--- src/rtl/adc_seq_pkg.sv ---
package adc_seq_pkg;

    typedef enum logic [2:0] {
        ST_IDLE,
        ST_CONV,
        ST_WAIT,
        ST_SETUP,
        ST_STROBE,
        ST_OUT
    } seq_state_e;

    typedef struct packed {
        logic cs_n;
        logic rc_n;
    } adc_strobe_t;

    // Next scan index; a count of 0 or 1 pins the index at zero.
    function automatic logic [15:0] next_chan_index(input logic [15:0] idx,
                                                    input logic [15:0] count);
        logic [16:0] inc;
        inc = {1'b0, idx} + 17'd1;
        if (count <= 16'd1 || inc >= {1'b0, count})
            return 16'd0;
        return inc[15:0];
    endfunction

endpackage

--- src/rtl/adc_seq_sync.sv ---
module adc_seq_sync #(
    parameter int STAGES = 2
) (
    input  logic clk,
    input  logic rst,
    input  logic pin_i,
    output logic rise_o
);
    // chain[0..STAGES-1] synchronize, chain[STAGES] holds previous level
    logic [STAGES:0] chain;

    always_ff @(posedge clk) begin
        if (rst)
            chain <= '0;
        else
            chain <= {chain[STAGES-1:0], pin_i};
    end

    assign rise_o = chain[STAGES-1] & ~chain[STAGES];

    AST_RISE_SINGLE: assert property (@(posedge clk) disable iff (rst)
        rise_o |=> !rise_o);

endmodule

--- src/rtl/adc_seq_chan.sv ---
module adc_seq_chan
    import adc_seq_pkg::*;
#(
    parameter int ADDR_W = 8   // at most 16
) (
    input  logic              clk,
    input  logic              rst,
    input  logic [ADDR_W-1:0] start_i,
    input  logic [ADDR_W-1:0] count_i,
    input  logic              adv_i,
    output logic [ADDR_W-1:0] addr_o
);
    logic [ADDR_W-1:0] idx_q;

    always_ff @(posedge clk) begin
        if (rst)
            idx_q <= '0;
        else if (adv_i)
            idx_q <= ADDR_W'(next_chan_index(16'(idx_q), 16'(count_i)));
    end

    assign addr_o = start_i + idx_q;

    AST_IDX_HOLD: assert property (@(posedge clk) disable iff (rst)
        !adv_i |=> $stable(idx_q));

endmodule

--- src/rtl/adc_seq_ctrl.sv ---
module adc_seq_ctrl
    import adc_seq_pkg::*;
#(
    parameter int WS_W     = 4,
    parameter int SAMPLE_W = 16,
    parameter int ADDR_W   = 8
) (
    input  logic                clk,
    input  logic                rst,
    input  logic                cmd_start_i,
    input  logic                trig_rise_i,
    input  logic                done_sel_i,
    input  logic                ext_done_rise_i,
    input  logic                int_done_i,
    input  logic [WS_W-1:0]     wait_i,
    input  logic [SAMPLE_W-1:0] adc_data_i,
    input  logic [ADDR_W-1:0]   chan_addr_i,
    input  logic                m_ready_i,
    output adc_strobe_t         strobe_o,
    output logic                adv_o,
    output logic                overrun_o,
    output logic                m_valid_o,
    output logic [SAMPLE_W-1:0] m_data_o,
    output logic [ADDR_W-1:0]   m_chan_o
);
    localparam int RUN_W = WS_W + 2;

    seq_state_e            state_q;
    logic [WS_W-1:0]       phase_q;
    logic [SAMPLE_W-1:0]   data_q;
    logic [ADDR_W-1:0]     chan_q;
    logic                  ovr_q;
    logic                  start_req;
    logic                  done_ev;
    logic                  phase_end;

    assign start_req = cmd_start_i | trig_rise_i;
    assign done_ev   = done_sel_i ? int_done_i : ext_done_rise_i;
    assign phase_end = (phase_q == '0);

    always_ff @(posedge clk) begin
        if (rst) begin
            state_q <= ST_IDLE;
            phase_q <= '0;
            data_q  <= '0;
            chan_q  <= '0;
            ovr_q   <= 1'b0;
        end else begin
            ovr_q <= trig_rise_i && (state_q != ST_IDLE);
            unique case (state_q)
                ST_IDLE: begin
                    if (start_req) begin
                        state_q <= ST_CONV;
                        phase_q <= wait_i;
                    end
                end
                ST_CONV: begin
                    if (phase_end) state_q <= ST_WAIT;
                    else           phase_q <= phase_q - 1'b1;
                end
                ST_WAIT: begin
                    if (done_ev) begin
                        state_q <= ST_SETUP;
                        phase_q <= wait_i;
                    end
                end
                ST_SETUP: begin
                    if (phase_end) begin
                        state_q <= ST_STROBE;
                        phase_q <= wait_i;
                    end else begin
                        phase_q <= phase_q - 1'b1;
                    end
                end
                ST_STROBE: begin
                    if (phase_end) begin
                        state_q <= ST_OUT;
                        data_q  <= adc_data_i;
                        chan_q  <= chan_addr_i;
                    end else begin
                        phase_q <= phase_q - 1'b1;
                    end
                end
                ST_OUT: begin
                    if (m_ready_i) state_q <= ST_IDLE;
                end
                default: state_q <= ST_IDLE;
            endcase
        end
    end

    assign strobe_o.cs_n = (state_q != ST_STROBE);
    assign strobe_o.rc_n = (state_q != ST_CONV);
    assign adv_o         = (state_q == ST_STROBE) && phase_end;
    assign overrun_o     = ovr_q;
    assign m_valid_o     = (state_q == ST_OUT);
    assign m_data_o      = data_q;
    assign m_chan_o      = chan_q;

    // Run-length monitors for the strobe timing checks
    logic [RUN_W-1:0] low_run_q;
    logic [RUN_W-1:0] read_run_q;
    logic [RUN_W-1:0] ws_len;
    assign ws_len = RUN_W'(wait_i) + 1'b1;

    always_ff @(posedge clk) begin
        if (rst) begin
            low_run_q  <= '0;
            read_run_q <= '0;
        end else begin
            if (!strobe_o.cs_n) low_run_q <= low_run_q + 1'b1;
            else                low_run_q <= '0;
            if (!strobe_o.rc_n)
                read_run_q <= '0;
            else if (strobe_o.cs_n && read_run_q != '1)
                read_run_q <= read_run_q + 1'b1;
        end
    end

    AST_CS_WIDTH: assert property (@(posedge clk) disable iff (rst)
        $rose(strobe_o.cs_n) |-> (low_run_q == ws_len));

    AST_READ_SETUP: assert property (@(posedge clk) disable iff (rst)
        $fell(strobe_o.cs_n) |-> (read_run_q >= ws_len));

    AST_HOLD_STABLE: assert property (@(posedge clk) disable iff (rst)
        (m_valid_o && !m_ready_i) |=> (m_valid_o && $stable(m_data_o) && $stable(m_chan_o)));

    AST_QUIET_WHEN_HELD: assert property (@(posedge clk) disable iff (rst)
        m_valid_o |-> (strobe_o.cs_n && strobe_o.rc_n));

endmodule

--- src/rtl/adc_acq_seq.sv ---
module adc_acq_seq
    import adc_seq_pkg::*;
#(
    parameter int SAMPLE_W    = 16,
    parameter int ADDR_W      = 8,
    parameter int WS_W        = 4,
    parameter int SYNC_STAGES = 2
) (
    input  logic                clk,
    input  logic                rst,
    input  logic                cmd_start_i,
    input  logic                trig_pin_i,
    input  logic                ext_ready_pin_i,
    input  logic                int_done_i,
    input  logic                cfg_done_sel_i,
    input  logic [ADDR_W-1:0]   cfg_start_addr_i,
    input  logic [ADDR_W-1:0]   cfg_chan_count_i,
    input  logic [WS_W-1:0]     cfg_wait_i,
    input  logic [SAMPLE_W-1:0] adc_data_i,
    output logic                adc_cs_n_o,
    output logic                adc_rc_n_o,
    output logic [ADDR_W-1:0]   mux_addr_o,
    output logic                overrun_o,
    output logic                m_valid_o,
    input  logic                m_ready_i,
    output logic [SAMPLE_W-1:0] m_data_o,
    output logic [ADDR_W-1:0]   m_chan_o
);
    logic        trig_rise;
    logic        ready_rise;
    logic        adv;
    adc_strobe_t strobe;

    adc_seq_sync #(.STAGES(SYNC_STAGES)) u_trig_sync (
        .clk    (clk),
        .rst    (rst),
        .pin_i  (trig_pin_i),
        .rise_o (trig_rise)
    );

    adc_seq_sync #(.STAGES(SYNC_STAGES)) u_ready_sync (
        .clk    (clk),
        .rst    (rst),
        .pin_i  (ext_ready_pin_i),
        .rise_o (ready_rise)
    );

    adc_seq_chan #(.ADDR_W(ADDR_W)) u_chan (
        .clk     (clk),
        .rst     (rst),
        .start_i (cfg_start_addr_i),
        .count_i (cfg_chan_count_i),
        .adv_i   (adv),
        .addr_o  (mux_addr_o)
    );

    adc_seq_ctrl #(
        .WS_W     (WS_W),
        .SAMPLE_W (SAMPLE_W),
        .ADDR_W   (ADDR_W)
    ) u_ctrl (
        .clk             (clk),
        .rst             (rst),
        .cmd_start_i     (cmd_start_i),
        .trig_rise_i     (trig_rise),
        .done_sel_i      (cfg_done_sel_i),
        .ext_done_rise_i (ready_rise),
        .int_done_i      (int_done_i),
        .wait_i          (cfg_wait_i),
        .adc_data_i      (adc_data_i),
        .chan_addr_i     (mux_addr_o),
        .m_ready_i       (m_ready_i),
        .strobe_o        (strobe),
        .adv_o           (adv),
        .overrun_o       (overrun_o),
        .m_valid_o       (m_valid_o),
        .m_data_o        (m_data_o),
        .m_chan_o        (m_chan_o)
    );

    assign adc_cs_n_o = strobe.cs_n;
    assign adc_rc_n_o = strobe.rc_n;

endmodule

--- config.mk ---
export PLATFORM = sky130hd
export DESIGN_NAME = adc_acq_seq
export DESIGN_NICKNAME = d
export VERILOG_FILES = /design/src/rtl/adc_seq_pkg.sv /design/src/rtl/adc_seq_sync.sv /design/src/rtl/adc_seq_chan.sv /design/src/rtl/adc_seq_ctrl.sv /design/src/rtl/adc_acq_seq.sv
export SDC_FILE = /design/constraint.sdc
export NUM_CORES = 1
export LEC_CHECK = 0
export BUFFER_PORTS_ARGS = -buffer_cell sky130_fd_sc_hd__clkbuf_2
export CAP_MARGIN = 30
export CORE_MARGIN = 3
export CORE_UTILIZATION = 35
export DETAILED_ROUTE_END_ITERATION = 12
export GPL_TIMING_DRIVEN = 1
export HOLD_SLACK_MARGIN = 0.08
export PLACE_DENSITY_LB_ADDON = 0.05
export SLEW_MARGIN = 15
export SYNTH_ARGS = -nofsm -noshare
export SYNTH_HDL_FRONTEND = slang
export SYNTH_HIERARCHICAL = 1
export SYNTH_SLANG_ARGS = --single-unit
export TNS_END_PERCENT = 30
--- constraint.sdc ---
create_clock -name clk -period 3.8 [get_ports clk]
set_input_delay 0.57 -clock clk [delete_from_list [all_inputs] [get_ports clk]]
set_output_delay 0.57 -clock clk [all_outputs]
set_load 0.05 [all_outputs]
==> results.json, run 1 <==
{
  "die_x_um": 90.7,
  "critPathKind": "flip-flop to primary output",
  "remaining_drc_errors": 0,
  "area_growth_pct": 23.4,
  "synth_warnings": 6,
  "setup-tns-final_ns": 0,
  "grt_setup_unrepaired": "no",
  "fin_util": 0.451,
  "synth-seq-cells": 46,
  "grt_antenna_before_repair": 0,
  "r2r_start": "u_ctrl/phase_q[0]$_SDFFE_PP0P_",
  "ff2ff_setup_slack_ns": 1.14,
  "timing.critical_path.from": "u_chan/idx_q[0]$_SDFFE_PP0P_",
  "cts_setup_buffers": 0,
  "syn_nets": 370,
  "finalClockSkew_ns": 0.00538,
  "path_clk_slew_ns": 0.09,
  "netlist_area_um2": 2510,
  "mostFrequentLayoutCell": "clkbuf_2",
  "drive_gt1_frac": 0.267,
  "antenna_cells": 0,
  "crit_path_start_kind": "flip-flop",
  "drt-pass1-iter-count": 4,
  "row_count": 30,
  "final_cell_mix": "clkbuf_2 (79), nand2_1 (59), dfxtp_1 (46)",
  "portBuffers": 79,
  "synth.distinct_cells": 50,
  "dieArea_um2": 8220,
  "clk_latency_ns": 0.30,
  "nFillCells": 725,
  "p_leak_nw": 1.38,
  "grt_max_degree": 33,
  "stdcell_area_um2": 3100,
  "p_sw_uw": 494,
  "viasPerCell": 4.77,
  "power_mw": 1.36,
  "drt_wl_total_mm": 6.08,
  "rr_worst_depth": 10,
  "end_kind": "primary output",
  "period_share": 0.803,
  "globalplace.congestion": 0.834,
  "ys_seq_area_frac": 0.367,
  "cts-buffers-inserted": 5,
  "internal-power_uw": 866,
  "power.ir.vdd_worst_mv": 0.188,
  "critPathRequiredTime_ns": 3.23,
  "critPathMaxFanout": 7,
  "pwr-share-comb": 0.344,
  "ys.flop_type": "dfxtp_1",
  "initialDrtViolationCount": 85,
  "period_needed_ns": 3.05,
  "start_util": 0.365,
  "min_delay_path_depth": 1,
  "p_seq_frac": 0.423,
  "drv_cap": 0,
  "cp-endpoint": "mux_addr_o[6]",
  "pwr-share-clk": 0.233,
  "overflow": 0,
  "coreArea_um2": 6870,
  "final-hold-violation-count": 0,
  "postCtsHoldBufs": 0,
  "fmax_mhz": 328,
  "grt_pass1_vias": 2266,
  "slew_violations": 0,
  "swShare": 0.363,
  "yosys.area.top_type": "dfxtp_1",
  "status": "complete, no violations",
  "cts_tree": "yes",
  "grt_pass1_wl_mm": 10.4,
  "grt.total_usage": 0.151,
  "synth_top_area_frac": 0.367,
  "clock_path_buffers": 2,
  "synthCells": 307,
  "timing.rr.end": "u_chan/idx_q[0]$_SDFFE_PP0P_",
  "h-tree-depth": 2,
  "arrival_ns": 2.48,
  "async_flop_share": 0,
  "vias": 2301,
  "worstMarginPinSlew_ns": 0.660,
  "dpl_cell_area_um2": 3000,
  "boundaryPins": 80,
  "wl_per_cell_um": 12.6,
  "cts-resized-gates": 0,
  "final_nets": 448,
  "syn_area_per_cell_um2": 8.18,
  "synth-edff-count": 0,
  "hp-class": "flip-flop to flip-flop",
  "slew_headroom": 0.560,
  "cts_root_buf": "clkbuf_8",
  "numClockSinks": 46,
  "synthTopCellsByArea": "dfxtp_1 (37%), ha_1 (9.0%), nand2_1 (8.8%)",
  "ant_nets": 0,
  "die_h_um": 90.7,
  "dp_hpwl_mm": 4.54,
  "setup_viol": 0,
  "powerDensity_nw_per_um2": 439
}
layout make-up:
cell class | instances | area, um^2 | area share
repair buffers | 82 | 418 | 0.135
flip-flops and latches | 46 | 921 | 0.297
clock inverters | 2 | 12.5 | 0.00404
inverters | 20 | 75.1 | 0.0242
well taps | 96 | 120 | 0.0388
clock buffers | 6 | 82.6 | 0.0267
multi-input cells | 230 | 1470 | 0.474
cells by family after synthesis:
family                   count (synthesis)  synth area share
buffers and inverters                   31            0.0484
flip-flops                              46             0.367
adder cells (fa/ha/maj)                 19            0.0977
XOR/XNOR                                12            0.0419
multiplexers                             5            0.0209
AO/OA/AOI/OAI                           67             0.179
AND/OR/NAND/NOR                        127             0.245
routing by layer:
layer	GRT usage	routed length, um	up-vias
met5	0	0	-
met4	0.0421	55	0
met3	0.0358	266	5
met2	0.253	2860	41
met1	0.195	2900	1047
li1	-	-	1208
stage by stage:
stage | instances | setup WS (ns) | hold slack (ns)
after floorplan | 307 | 1.05 | 0.414
after global placement | 474 | 0.892 | 0.424
after detailed placement | 474 | 0.851 | 0.424
after CTS | 482 | 0.723 | 0.445
after global routing | 482 | 0.510 | 0.470
final | 482 | 0.750 | 0.442
synth_stat cells (2+ instances only):
cell / number
nand2b_1: 4
a32oi_1: 5
ha_1: 18
dfxtp_1: 46
mux2_2: 2
o2bb2ai_1: 2
nor2_1: 18
nor2b_1: 12
and3_1: 2
nand3_1: 6
a21o_1: 2
nor3_1: 7
xor2_1: 4
clkbuf_1: 7
xnor2_1: 8
mux2i_1: 3
nor4_1: 3
nand2_1: 59
nor3b_1: 4
nor2b_2: 2
a21oi_1: 34
inv_1: 18
o21ai_0: 7
buf_2: 4
inv_2: 2
o211ai_1: 4
worst min path at each step:
stage                                          start                          endpoint  slack, ns
finish              u_ready_sync/chain[0]$_SDFF_PP0_  u_ready_sync/chain[1]$_SDFF_PP0_       0.44
global route         u_trig_sync/chain[0]$_SDFF_PP0_   u_trig_sync/chain[1]$_SDFF_PP0_       0.47
global placement    u_ready_sync/chain[0]$_SDFF_PP0_  u_ready_sync/chain[1]$_SDFF_PP0_       0.42
CTS                 u_ready_sync/chain[0]$_SDFF_PP0_  u_ready_sync/chain[1]$_SDFF_PP0_       0.44
detailed placement  u_ready_sync/chain[0]$_SDFF_PP0_  u_ready_sync/chain[1]$_SDFF_PP0_       0.42
floorplan           u_ready_sync/chain[0]$_SDFF_PP0_  u_ready_sync/chain[1]$_SDFF_PP0_       0.41
critical path, stage by stage, from the launching register on:
cell and delay, ns:
dfxtp_1 0.46, ha_1 0.21, inv_1 0.05, fa_1 0.39, nor2b_1 0.12, o21ai_0 0.11, a21boi_0 0.30, o211ai_1 0.13
nand3_1 0.12, clkbuf_2 0.29
flip-flops by register name, indices dropped and copies added (netlist names):
signal              cells
u_trig_sync/chain       3
u_ctrl/state_q          3
u_ctrl/m_data_o        16
u_ctrl/overrun_o        1
u_ctrl/m_chan_o         8
u_ctrl/phase_q          4
u_chan/idx_q            8
u_ready_sync/chain      3
power groups by stage:
| stage | combinational [mW] | sequential (mW) | clock [mW] |
|---|---|---|---|
| after floorplan | 0.372 | 0.576 | 0 |
| after global placement | 0.465 | 0.587 | 0 |
| after detailed placement | 0.466 | 0.585 | 0 |
| after CTS | 0.468 | 0.573 | 0.332 |
| after global routing | 0.522 | 0.585 | 0.351 |
| final | 0.468 | 0.575 | 0.318 |
Power figures use the tool's default switching activity.
==> run 2: changes to the inputs <==
==> constraint.sdc (replaced) <==
create_clock -name clk -period 2.85 [get_ports clk]
set_input_delay 0.4275 -clock clk [delete_from_list [all_inputs] [get_ports clk]]
set_output_delay 0.4275 -clock clk [all_outputs]
set_load 0.05 [all_outputs]
==> run 2 against run 1 <==
  * Utilization grew 0.93 points
  * Non-clock buffer count grew 5
  * Worst setup slack lost 0.55 ns
  * Clock power grew 49%
  * First-iteration DRC count grew 32%
  * Critical path depth is the same
  * Routed wire length grew 0.56%
  * Cell count grew 1.0%
  * Combinational power grew 42%
  * Largest power group unchanged
  * Highest routed layer unchanged
==> results.json, run 2 (synthesized netlist as in run 1, its figures left out) <==
{
  "status": "complete, no violations",
  "boundaryPins": 80,
  "grt_max_degree": 33,
  "antenna_cells": 0,
  "finalClockSkew_ns": 0.00516,
  "remaining_drc_errors": 0,
  "arrival_ns": 2.22,
  "ant_nets": 0,
  "slew_violations": 0,
  "grt_antenna_before_repair": 0,
  "drv_cap": 0,
  "grt_setup_unrepaired": "no",
  "worstMarginPinSlew_ns": 0.659,
  "period_needed_ns": 2.65,
  "ff2ff_setup_slack_ns": 0.32,
  "multi_input_area_um2": 1480,
  "final_cell_mix": "clkbuf_2 (77), nand2_1 (59), dfxtp_1 (44)",
  "timing.rr.end": "u_chan/idx_q[0]$_SDFFE_PP0P_",
  "final_nets": 453,
  "critPathKind": "flip-flop to primary output",
  "clock_path_buffers": 2,
  "end_kind": "primary output",
  "postCtsHoldBufs": 0,
  "cts_setup_buffers": 0,
  "die_h_um": 90.7,
  "clk_latency_ns": 0.29,
  "wl_per_cell_um": 12.5,
  "nFillCells": 720,
  "period_share": 0.930,
  "start_util": 0.365,
  "initialDrtViolationCount": 112,
  "cts_root_buf": "clkbuf_8",
  "h-tree-depth": 2,
  "overflow": 0,
  "cts-buffers-inserted": 5,
  "portBuffers": 79,
  "min_delay_path_depth": 2,
  "largest_register_ffs": 16,
  "seqCellArea_um2": 923,
  "rr_worst_depth": 9,
  "p_leak_nw": 1.43,
  "coreArea_um2": 6870,
  "drive_gt1_frac": 0.279,
  "hold_start": "ext_ready_pin_i",
  "vias": 2349,
  "critPathRequiredTime_ns": 2.42,
  "whs_endpoint": "u_ready_sync/chain[0]$_SDFF_PP0_",
  "row_count": 30,
  "critPathMaxFanout": 7,
  "grt_pass1_wl_mm": 10.4,
  "globalplace.congestion": 0.805,
  "stdcell_area_um2": 3160,
  "numClockSinks": 46,
  "hp-class": "input pin to flip-flop",
  "power.ir.vdd_worst_mv": 0.284,
  "path_clk_slew_ns": 0.08,
  "setup-tns-final_ns": 0,
  "powerDensity_nw_per_um2": 599,
  "grt_pass1_vias": 2173,
  "dpl.cell_count": 479,
  "setup_viol": 0,
  "fmax_mhz": 377,
  "viasPerCell": 4.82,
  "drt_wl_total_mm": 6.11,
  "slew_headroom": 0.560,
  "crit_path_start_kind": "flip-flop",
  "dp_hpwl_mm": 4.62,
  "dpl_cell_area_um2": 3040,
  "mostFrequentLayoutCell": "clkbuf_2",
  "area_growth_pct": 25.9,
  "r2r_start": "u_chan/idx_q[3]$_SDFFE_PP0P_",
  "cts_tree": "yes",
  "die_x_um": 90.7,
  "dieArea_um2": 8220,
  "drt-pass1-iter-count": 4,
  "final-hold-violation-count": 0,
  "grt.total_usage": 0.151,
  "final_cells": 487
}
## run 2: cell types whose count changed in the layout (fill, tap and decap cells not counted), sizes merged
cell,before,now
bufinv,0,1
clkinvlp,1,0
clkinv,1,0
buf,3,9
## run 2: metal layers
metal  share of wire  vias up  GRT usage  wire (um)
li1                -     1215          -          -
met1            0.48     1087      0.204       2940
met2            0.47       45      0.246       2860
met3           0.046        2     0.0425        282
met4          0.0041        0     0.0230         25
met5               0        -          0          0
## run 2: area by class of cell
cell class                 count  share of cell area
clock buffer                   7              0.0241
clock inverter                 1             0.00950
inverter                      20              0.0238
multi-input combinational    230               0.467
sequential                    46               0.292
tap                           96              0.0380
timing repair buffer          87               0.146
## run 2: worst max path at each step
| stage | from | end | slack (ns) | cells past startpoint |
|---|---|---|---|---|
| finish | u_chan/idx_q[0]$_SDFFE_PP0P_ | mux_addr_o[6] | 0.20 | 9 |
| floorplan | u_ctrl/phase_q[0]$_SDFFE_PP0P_ | u_chan/idx_q[0]$_SDFFE_PP0P_ | 0.29 | 11 |
| global route | u_chan/idx_q[0]$_SDFFE_PP0P_ | mux_addr_o[6] | 0.004 | 9 |
| CTS | u_chan/idx_q[2]$_SDFFE_PP0P_ | mux_addr_o[7] | 0.001 | 6 |
| detailed placement | cfg_start_addr_i[0] | mux_addr_o[6] | 0.20 | 10 |
| global placement | cfg_start_addr_i[0] | mux_addr_o[6] | 0.25 | 10 |
## run 2: critical path: stages, from the launching register on
cell and delay, ns:
dfxtp_2 0.41, ha_1 0.18, inv_1 0.05, fa_1 0.40
nor2b_1 0.12, o21ai_1 0.08, a21boi_1 0.22, or4_1 0.14
nand3_1 0.12, buf_4 0.22
## run 2: timing repair
action                                  in CTS  in global routing
endpoints found under the setup margin       1                  2
cloned                                       0                  0
endpoints found under the hold margin        0                  0
resized for setup                            2                  7
## run 2: stage by stage
| step | setup slack [ns] | total power [mW] | util | hold slack [ns] |
|---|---|---|---|---|
| 2_1_floorplan | 0.294 | 1.26 | - | 0.414 |
| 3_3_place_gp | 0.254 | 1.43 | 0.442 | 0.426 |
| 3_5_place_dp | 0.203 | 1.43 | 0.442 | 0.433 |
| 4_1_cts | 0.00109 | 1.93 | 0.458 | 0.333 |
| 5_1_grt | 0.00416 | 2.04 | 0.460 | 0.338 |
| 6_report | 0.200 | 1.89 | 0.460 | 0.344 |
## run 2: report_power, final
part / internal [mW] / switching, mW
clock network: 0.263 / 0.213
logic: 0.290 / 0.375
registers: 0.696 / 0.0578
